[src/rtl/cpmu_pkg.sv]
package cpmu_pkg;
    localparam int ADDR_W      = 12;
    localparam int MASK_W      = 32;
    localparam int CYC_BIT     = 31;
    localparam int CNT_FLD_LSB = 11;
    localparam int EVT_STRIDE  = 16;

    localparam logic [ADDR_W-1:0] A_CTRL    = 12'h400;
    localparam logic [ADDR_W-1:0] A_EN_CLR  = 12'h403;
    localparam logic [ADDR_W-1:0] A_EN_SET  = 12'h404;
    localparam logic [ADDR_W-1:0] A_IE_CLR  = 12'h405;
    localparam logic [ADDR_W-1:0] A_IE_SET  = 12'h406;
    localparam logic [ADDR_W-1:0] A_OV_CLR  = 12'h407;
    localparam logic [ADDR_W-1:0] A_OV_SET  = 12'h408;
    localparam logic [ADDR_W-1:0] A_CYC_CTL = 12'h409;
    localparam logic [ADDR_W-1:0] A_CYC_VAL = 12'h40A;
    localparam int               A_EVT_CTL = 'h420;
    localparam int               A_EVT_VAL = 'h421;
endpackage

[src/rtl/cpmu_counter.sv]
module cpmu_counter #(
    parameter int W = 32
) (
    input  logic         clk,
    input  logic         rst_n,
    input  logic         clr,
    input  logic         ld,
    input  logic [W-1:0] ld_val,
    input  logic         inc,
    output logic [W-1:0] cnt,
    output logic         wrap
);
    logic [W-1:0] cnt_d, cnt_q;

    always_comb begin
        cnt_d = cnt_q;
        if (clr)
            cnt_d = '0;
        else if (ld)
            cnt_d = ld_val;
        else if (inc)
            cnt_d = cnt_q + W'(1);
    end

    always_ff @(posedge clk or negedge rst_n) begin
        if (!rst_n)
            cnt_q <= '0;
        else
            cnt_q <= cnt_d;
    end

    // a rollover only counts when the increment actually takes effect
    assign wrap = inc & ~clr & ~ld & (&cnt_q);
    assign cnt  = cnt_q;
endmodule

[src/rtl/cpmu_decode.sv]
module cpmu_decode
    import cpmu_pkg::*;
#(
    parameter int N_EVT = 8
) (
    input  logic [ADDR_W-1:0] addr,
    output logic              hit_ctrl,
    output logic              hit_en_set,
    output logic              hit_en_clr,
    output logic              hit_ie_set,
    output logic              hit_ie_clr,
    output logic              hit_ov_set,
    output logic              hit_ov_clr,
    output logic              hit_cyc_ctl,
    output logic              hit_cyc_val,
    output logic [N_EVT-1:0]  hit_ev_ctl,
    output logic [N_EVT-1:0]  hit_ev_val
);
    assign hit_ctrl    = (addr == A_CTRL);
    assign hit_en_set  = (addr == A_EN_SET);
    assign hit_en_clr  = (addr == A_EN_CLR);
    assign hit_ie_set  = (addr == A_IE_SET);
    assign hit_ie_clr  = (addr == A_IE_CLR);
    assign hit_ov_set  = (addr == A_OV_SET);
    assign hit_ov_clr  = (addr == A_OV_CLR);
    assign hit_cyc_ctl = (addr == A_CYC_CTL);
    assign hit_cyc_val = (addr == A_CYC_VAL);

    for (genvar g = 0; g < N_EVT; g++) begin : g_evt_dec
        assign hit_ev_ctl[g] = (addr == ADDR_W'(A_EVT_CTL + g * EVT_STRIDE));
        assign hit_ev_val[g] = (addr == ADDR_W'(A_EVT_VAL + g * EVT_STRIDE));
    end
endmodule

[src/rtl/cache_pmu_bank.sv]
module cache_pmu_bank
    import cpmu_pkg::*;
#(
    parameter int N_EVT  = 8,
    parameter int EVT_W  = 32,
    parameter int CYC_W  = 64,
    parameter int CTL_W  = 32,
    parameter int DATA_W = 64
) (
    input  logic              clk,
    input  logic              rst_n,
    input  logic              sel_wr,
    input  logic              data_wr,
    input  logic [DATA_W-1:0] wr_data,
    input  logic [N_EVT-1:0]  evt_pulse,
    output logic [DATA_W-1:0] rd_data,
    output logic              irq
);
    localparam logic [MASK_W-1:0] VALID_MASK =
        (MASK_W'(1) << CYC_BIT) | ((MASK_W'(1) << N_EVT) - MASK_W'(1));
    localparam logic [4:0] CNT_FIELD = 5'(N_EVT);

    typedef struct packed {
        logic                         glob_en;
        logic [MASK_W-1:0]            en;
        logic [MASK_W-1:0]            ie;
        logic [MASK_W-1:0]            ovf;
        logic [ADDR_W-1:0]            sel;
        logic [CTL_W-1:0]             cyc_ctl;
        logic [N_EVT-1:0][CTL_W-1:0]  ev_ctl;
    } state_t;

    state_t r_d, r_q;

    logic hit_ctrl, hit_en_set, hit_en_clr, hit_ie_set, hit_ie_clr;
    logic hit_ov_set, hit_ov_clr, hit_cyc_ctl, hit_cyc_val;
    logic [N_EVT-1:0] hit_ev_ctl, hit_ev_val;

    cpmu_decode #(.N_EVT(N_EVT)) u_dec (
        .addr        (r_q.sel),
        .hit_ctrl    (hit_ctrl),
        .hit_en_set  (hit_en_set),
        .hit_en_clr  (hit_en_clr),
        .hit_ie_set  (hit_ie_set),
        .hit_ie_clr  (hit_ie_clr),
        .hit_ov_set  (hit_ov_set),
        .hit_ov_clr  (hit_ov_clr),
        .hit_cyc_ctl (hit_cyc_ctl),
        .hit_cyc_val (hit_cyc_val),
        .hit_ev_ctl  (hit_ev_ctl),
        .hit_ev_val  (hit_ev_val)
    );

    // counters
    logic                         clr_all;
    logic [N_EVT-1:0]             ev_inc, ev_wrap;
    logic [N_EVT-1:0][EVT_W-1:0]  ev_cnt;
    logic                         cyc_inc, cyc_wrap;
    logic [CYC_W-1:0]             cyc_cnt;
    logic [MASK_W-1:0]            wrap_vec;

    assign clr_all = data_wr & hit_ctrl & (|wr_data[2:1]);
    assign cyc_inc = r_q.glob_en & r_q.en[CYC_BIT];

    for (genvar g = 0; g < N_EVT; g++) begin : g_evt
        assign ev_inc[g] = r_q.glob_en & r_q.en[g] & evt_pulse[g];

        cpmu_counter #(.W(EVT_W)) u_evt_cnt (
            .clk    (clk),
            .rst_n  (rst_n),
            .clr    (clr_all),
            .ld     (data_wr & hit_ev_val[g]),
            .ld_val (wr_data[EVT_W-1:0]),
            .inc    (ev_inc[g]),
            .cnt    (ev_cnt[g]),
            .wrap   (ev_wrap[g])
        );
    end

    cpmu_counter #(.W(CYC_W)) u_cyc_cnt (
        .clk    (clk),
        .rst_n  (rst_n),
        .clr    (clr_all),
        .ld     (data_wr & hit_cyc_val),
        .ld_val (wr_data[CYC_W-1:0]),
        .inc    (cyc_inc),
        .cnt    (cyc_cnt),
        .wrap   (cyc_wrap)
    );

    always_comb begin
        wrap_vec               = '0;
        wrap_vec[N_EVT-1:0]    = ev_wrap;
        wrap_vec[CYC_BIT]      = cyc_wrap;
    end

    // next-state logic
    always_comb begin
        logic [MASK_W-1:0] wd;
        wd  = wr_data[MASK_W-1:0];
        r_d = r_q;

        if (sel_wr)
            r_d.sel = wr_data[ADDR_W-1:0];

        if (data_wr) begin
            if (hit_ctrl)    r_d.glob_en = wr_data[0];
            if (hit_en_set)  r_d.en  = r_q.en  | (wd & VALID_MASK);
            if (hit_en_clr)  r_d.en  = r_q.en  & ~wd;
            if (hit_ie_set)  r_d.ie  = r_q.ie  | (wd & VALID_MASK);
            if (hit_ie_clr)  r_d.ie  = r_q.ie  & ~wd;
            if (hit_ov_set)  r_d.ovf = r_q.ovf | (wd & VALID_MASK);
            if (hit_ov_clr)  r_d.ovf = r_q.ovf & ~wd;
            if (hit_cyc_ctl) r_d.cyc_ctl = wr_data[CTL_W-1:0];
            for (int i = 0; i < N_EVT; i++) begin
                if (hit_ev_ctl[i]) r_d.ev_ctl[i] = wr_data[CTL_W-1:0];
            end
        end

        // a rollover on the same edge as a clear still leaves its bit set
        r_d.ovf = r_d.ovf | wrap_vec;
    end

    always_ff @(posedge clk or negedge rst_n) begin
        if (!rst_n)
            r_q <= '0;
        else
            r_q <= r_d;
    end

    // read path
    always_comb begin
        rd_data = '0;
        if (hit_ctrl) begin
            rd_data[0]                         = r_q.glob_en;
            rd_data[CNT_FLD_LSB +: 5]          = CNT_FIELD;
        end
        if (hit_en_set || hit_en_clr) rd_data[MASK_W-1:0] = r_q.en;
        if (hit_ie_set || hit_ie_clr) rd_data[MASK_W-1:0] = r_q.ie;
        if (hit_ov_set || hit_ov_clr) rd_data[MASK_W-1:0] = r_q.ovf;
        if (hit_cyc_ctl)              rd_data[CTL_W-1:0]  = r_q.cyc_ctl;
        if (hit_cyc_val)              rd_data[CYC_W-1:0]  = cyc_cnt;
        for (int i = 0; i < N_EVT; i++) begin
            if (hit_ev_ctl[i]) rd_data[CTL_W-1:0] = r_q.ev_ctl[i];
            if (hit_ev_val[i]) rd_data[EVT_W-1:0] = ev_cnt[i];
        end
    end

    assign irq = |(r_q.ovf & r_q.ie);
endmodule

[config.mk]
export PLATFORM = sky130hd
export DESIGN_NAME = cache_pmu_bank
export DESIGN_NICKNAME = d
export VERILOG_FILES = /design/src/rtl/cpmu_pkg.sv /design/src/rtl/cpmu_counter.sv /design/src/rtl/cpmu_decode.sv /design/src/rtl/cache_pmu_bank.sv
export SDC_FILE = /design/constraint.sdc
export NUM_CORES = 2
export LEC_CHECK = 0
export ABC_AREA = 1
export BUFFER_PORTS_ARGS = -buffer_cell sky130_fd_sc_hd__buf_2
export CORE_ASPECT_RATIO = 0.8
export CORE_UTILIZATION = 50
export CTS_BUF_LIST = sky130_fd_sc_hd__clkbuf_8
export CTS_CLUSTER_DIAMETER = 120
export DETAILED_ROUTE_END_ITERATION = 8
export GPL_ROUTABILITY_DRIVEN = 0
export PLACE_DENSITY = 0.66
export SLEW_MARGIN = 10
export SYNTH_ARGS = -nofsm -noshare
export SYNTH_HDL_FRONTEND = slang
export SYNTH_SLANG_ARGS = --single-unit
export TNS_END_PERCENT = 100
[constraint.sdc]
create_clock -name clk -period 3.15 [get_ports clk]
set_input_delay 0.1575 -clock clk [delete_from_list [all_inputs] [get_ports clk]]
set_output_delay 0.1575 -clock clk [all_outputs]
set_load 0.03 [all_outputs]
Word level (Yosys, flattened, before mapping):

Index checks and enable logic that the tools add are counted.

* add/sub/neg operators: 9
* multiply operators: 0
* div/mod/pow operators: 0
* magnitude comparators: 0
* eq/ne operators: 25
* shift operators: 0
* multiplexer cells: 57
* bitwise logic cells: 74
* reduce and logical (&&, ||, !) cells: 37

Operators by type and width (count)
* two-way mux 32 bit: 51
* equality test 12 x 11 -> 1 bit (second input constant): 25
* adder 32 x 1 -> 32 bit (second input constant): 8
* two-way mux 64 bit: 4
* AND reduction 32 bit: 8
* bitwise AND 32 bit: 4
* bitwise OR 32 bit: 4
* adder 64 x 1 -> 64 bit (second input constant): 1
* AND reduction 64 bit: 1
* bitwise AND 1 bit: 55
* NOT 32 bit: 1
* OR reduction 32 bit: 1
* nonzero test 3 bit: 9
* AND reduction 2 bit: 12
* NOT 1 bit: 10
* two-way mux 4 bit: 1
* nonzero test 2 bit: 2
* logical OR 1 bit: 3
* OR reduction 2 bit: 1
* two-way mux 1 bit: 1

* register bits: 717
* latch bits: 0
* bits in writable memories: 0
* bits in read-only memories: 0
* input bits: 76
* memories: 0

Depth between registers and ports, before layout:

* word-level depth: 23
* gate-level depth with buffers: 36
* gate-level depth less buffers: 36

By module:

A second synthesis with hierarchy kept.

* cell total of the unflattened synthesis: 7439
* area, all modules: 47805.8 sq um

Modules (own cells, without submodules)
* cache_pmu_bank: instances 1, cells each 3113, area an instance 21976.1 sq um, seq. area each 9934.5 sq um
* cpmu_counter at g_evt[0].u_evt_cnt ...: instances 8, cells each 422, area an instance 2536.2 sq um, seq. area each 800.8 sq um
* cpmu_counter at u_cyc_cnt: instances 1, cells each 876, area an instance 5206.2 sq um, seq. area each 1601.5 sq um
* cpmu_decode: instances 1, cells each 74, area an instance 334.1 sq um, seq. area each 0.0 sq um

Worst setup path before layout:

OpenSTA, ideal clock, no wires.

* path kind: flip-flop to output port
* start: register r_q[293] (netlist bit)
* end: output rd_data[23]
* arrival: 2902 ps
* setup slack: 91 ps
* stages on the path, launching flop included: 37
* path buffers: 1
* path through: dfrtp_1 nor2_1 nand2_1 inv_1 nand2_1 nor2_1 clkbuf_1 nand2_1 nand3_1 nand2_1 nand2_1 nand2_1 nand2_1 nand2_1 nand2_1 nand2_1 nand2_1 nand2_1 nand2_1 nand2_1 nand2_1 nand2_1 nand2_1 nand2_1 nand2_1 nand2_1 nand2_1 nand2_1 nand2_1 nand2_1 nand2_1 nand2_1 nand2_1 nand2_1 nand2_1 nand2_1 a21oi_1

* longest elaborated chain between the ends: 23
* elaborated cells on any way between the ends: 48
* those cells by class: 24 x eq/ne; 21 x mux; 3 x reduce/logical

Ends and longest elaborated chain
* from (decl): RTL line cache_pmu_bank.sv:33 `state_t r_d, r_q;`
* from (signal assigned): RTL line cache_pmu_bank.sv:128 `r_q <= r_d;`
* equality test 12 x 11 -> 1 bit (on tied branches): RTL line cpmu_decode.sv:20, cpmu_decode.sv:21
* logical OR 1 bit: RTL line cache_pmu_bank.sv:138 `if (hit_en_set || hit_en_clr) rd_data[MASK_W-1:0] = r_q.en;`
* two-way mux 32 bit: RTL line cache_pmu_bank.sv:138
* two-way mux 32 bit: RTL line cache_pmu_bank.sv:139 `if (hit_ie_set || hit_ie_clr) rd_data[MASK_W-1:0] = r_q.ie;`
* two-way mux 32 bit: RTL line cache_pmu_bank.sv:140 `if (hit_ov_set || hit_ov_clr) rd_data[MASK_W-1:0] = r_q.ovf;`
* two-way mux 32 bit: RTL line cache_pmu_bank.sv:141 `if (hit_cyc_ctl) rd_data[CTL_W-1:0] = r_q.cyc_ctl;`
* two-way mux 64 bit: RTL line cache_pmu_bank.sv:142 `if (hit_cyc_val) rd_data[CYC_W-1:0] = cyc_cnt;`
* two-way mux 32 bit: RTL line cache_pmu_bank.sv:144 `if (hit_ev_ctl[i]) rd_data[CTL_W-1:0] = r_q.ev_ctl[i];`
* (+7 left out)
* two-way mux 32 bit: RTL line cache_pmu_bank.sv:144
* two-way mux 32 bit: RTL line cache_pmu_bank.sv:145 `if (hit_ev_val[i]) rd_data[EVT_W-1:0] = ev_cnt[i];`
* two-way mux 32 bit: RTL line cache_pmu_bank.sv:144
* two-way mux 32 bit: RTL line cache_pmu_bank.sv:145
* two-way mux 32 bit: RTL line cache_pmu_bank.sv:144
* two-way mux 32 bit: RTL line cache_pmu_bank.sv:145
* two-way mux 32 bit: RTL line cache_pmu_bank.sv:144
* two-way mux 32 bit *: RTL line cache_pmu_bank.sv:145
* to (decl): RTL line cache_pmu_bank.sv:16 `output logic [DATA_W-1:0] rd_data,`

Every way passes the cells marked *; elsewhere a longest branch is shown, timed or not.

Worst setup path in the final report:

* start: register r_q[291] (netlist bit)
* end: output rd_data[31]

The elaborated chain is that of the path after synthesis.

==> impl_metrics.csv <==
group,metric,value,unit
clock_tree,clock_latency,790,ps
global_routing,grt_pass1_vias,43725,
logic_synthesis,syn_inst,6225,
drt,first_iter_violations,7098,
sta,worst_slew_pin_slew,1280,ps
placed_design,portBuffers,140,
floorplanning,die_x,333,µm
sta,drv_slew,0,
placed_design,dpl-instance-area,0.0485,mm²
sta,max_freq,0.215,GHz
sta,finalSetupViolCount,42,
logic_synthesis,avgSynthCellArea,7.03,µm²
layout,final_core_util,0.641,
logic_synthesis,yosysWarnings,0,
power,power_frac_clock,0.322,
drt,routed_via_density,5.98,
placed_design,dpl.cell_count,7609,
floorplanning,start_util,0.507,
sta,fin_crit_sh,1.47,
logic_synthesis,synth-edff-count,0,
clock_tree,clk_pin_slew,60,ps
setup_path,crit_arrival,4480,ps
logic_synthesis,synth_flop_cell,"dfrtp_1",
floorplanning,fp-row-count,96,
clock_tree,cts_root_buffer,"clkbuf_8",
power,intPower,16.9,mW
logic_synthesis,yosysTopAreaCellShare,0.410,
logic_synthesis,async_flop_share,1.00,
outcome,status,"finished, violations left",
setup_path,path_common_cell,"nand2_1",
setup_path,cp_top_family,"simple AND/OR/NAND/NOR gates",
sta,fin_ws,-1490,ps
clock_tree,clkSinkCount,717,
floorplanning,core_area,0.0862,mm²
flow_run,drv_cap,0,
logic_synthesis,synth_nets,6310,
power,power_density,478,mW/mm²
drt,drc,0,
sta,rsz0062_at_grt,"true",
logic_synthesis,yosysMostFrequentCell,"nand2_1",
layout,final_area,0.0553,mm²
layout,syn_to_final_growth,26.4,%
logic_synthesis,ys_top_cells_by_count,"1,754 x nand2_1, 909 x o21ai_0, 717 x dfrtp_1",
power,combPwrFrac,0.228,
layout,layout.cells.non_filler,8035,
drt,postRouteWirelength,186,mm
floorplanning,die-area,0.0887,mm²
drt,route.vias.total,48053,
sta,holdWs,-3.74,ps
global_routing,grt_remaining_overflow,0,
sta,slew_headroom,0.144,
sta,timing.final.crit_period,4640,ps
layout,num-nets-final,6889,
setup_path,endpoint_kind,"primary output",
logic_synthesis,ys_ff_latch,717,
floorplanning,die_y,267,µm
power,swShare,0.359,
power,seqPwrFrac,0.450,
power,p_sw,9.47,mW
sta,hold_viol,1,
global_routing,grt_pass1_wl,272,mm
layout,drive_gt1_frac,0.236,
sta,fin_skew,36.0,ps
clock_tree,cts_tree,"done",
logic_synthesis,yosys.area.top_type,"dfrtp_1",
sta,tns,-42890,ps
drt,wl_per_cell,23.2,µm
setup_path,critPathMaxFanout,6,
placed_design,dp_slack,-970,ps
floorplanning,pin_count,141,
placed_design,hpwl,127,mm
hold_path,hold_path.class,"input pin to asynchronous set/reset pin",
power,finalPower,26.4,mW
drt,drtPass1Iterations,7,
setup_path,slowest_delay,430,ps
power,p_leak,26.8,nW
global_routing,antenna_found_initial,17,
logic_synthesis,ys_seq_area_frac,0.410,
clock_tree,cts-root-to-sink-buffers,3,
setup_path,crit_buf_inv,5,
outcome,violations,"negative hold slack, negative setup slack",
setup_path,path_class,"flip-flop to primary output",
logic_synthesis,syn_area,0.0437,mm²
power,vdd_ir_drop_max,421,µV
clock_tree,htreeDepth,3,
setup_path,critical_path_required,2990,ps
drt,ant_nets,0,
setup_path,crit_path_start_kind,"flip-flop",
logic_synthesis,yosys-top-cells-area,"dfrtp_1 41%, nand2_1 15%, o21ai_0 10%",
setup_path,cp_slowest_cell,"dfrtp_1",
logic_synthesis,synth_cell_type_count,51,
global_routing,grt_max_degree,88,
global_routing,grtUsageTotal,0.406,
clock_tree,cts_buffers,119,
==> registers in the layout, summed over array words and instances (netlist names), named ones only <==
| name | flops |
|---|---|
| g_evt.u_evt_cnt.cnt | 256 |
| r_q | 379 |
| u_cyc_cnt.cnt | 64 |
==> placed cells by master, fill, tap and decap left out, types with 99 or more instances in the layout <==
master,instances
nand2_1,1473
nand2_2,268
or2_2,103
clkbuf_8,151
dfrtp_1,710
buf_4,503
nand3_1,102
xor2_1,169
a21oi_1,297
buf_2,107
inv_1,727
o22ai_1,186
o211ai_1,99
nor2_1,257
o21ai_0,856
==> area by class of cell <==
cell class,count,area [µm²]
tap,1127,1410
timing repair buffer,810,6950
clock buffer,151,2080
inverter,749,2850
clock inverter,59,273
antenna,15,37.5
sequential,717,18000
fill,7589,31000
multi-input combinational,4407,23700
==> power by group through the flow <==
stage                     combinational [mW]  sequential (mW)  clock [mW]
final                                   6.03             11.9        8.50
after global routing                    6.59             12.0        8.83
after CTS                               5.44             11.7        8.48
after detailed placement                5.25             11.9           0
after global placement                  5.12             11.9           0
after floorplan                         3.53             11.5           0
==> worst paths after layout <==
check | from | endpoint | slack, ps | cells past startpoint
worst min-delay path | rst_n | r_q[47]$_DFFE_PN0P_ | -4 | 2
worst max register to register | g_evt[0].u_evt_cnt.cnt[1]$_DFFE_PN0P_ | g_evt[0].u_evt_cnt.cnt[28]$_DFFE_PN0P_ | -170 | 18
worst max-delay path | r_q[291]$_DFFE_PN0P_ | rd_data[31] | -1490 | 30
max in group asynchronous | rst_n | r_q[139]$_DFFE_PN0P_ | 2020 | 3
min in group clk | wr_data[29] | g_evt[0].u_evt_cnt.cnt[29]$_DFFE_PN0P_ | 80 | 4
worst min register to register | r_q[72]$_DFFE_PN0P_ | r_q[72]$_DFFE_PN0P_ | 480 | 2
==> timing repair <==
action	4_1_cts	5_1_grt
hold endpoints to repair	561	0
setup buffers	43	79
resized for setup	395	396
setup endpoints to repair	66	168
pin swaps	180	278
gates cloned	5	1
hold buffers	81	0
==> routing by layer <==
layer  wire (µm)  part of all wire  GRT usage
met4       10400             0.056      0.208
met5          22           0.00012          0
met1       72400              0.39      0.563
met2       76000              0.41      0.567
met3       27400              0.15      0.129
==> logic make-up (layout without fill, tap and decap cells) <==
group | Yosys count | in the layout | synth area share
AND/OR/NAND/NOR | 2633 | 2633 | 0.260
AO/OA/AOI/OAI | 1592 | 1592 | 0.197
buffers and inverters | 1101 | 1769 | 0.0956
flip-flops | 717 | 717 | 0.410
XOR/XNOR | 173 | 173 | 0.0346
adder cells (fa/ha/maj) | 9 | 9 | 0.00257
other | 0 | 15 | 0
No activity file was read; power rests on OpenSTA's default activity.
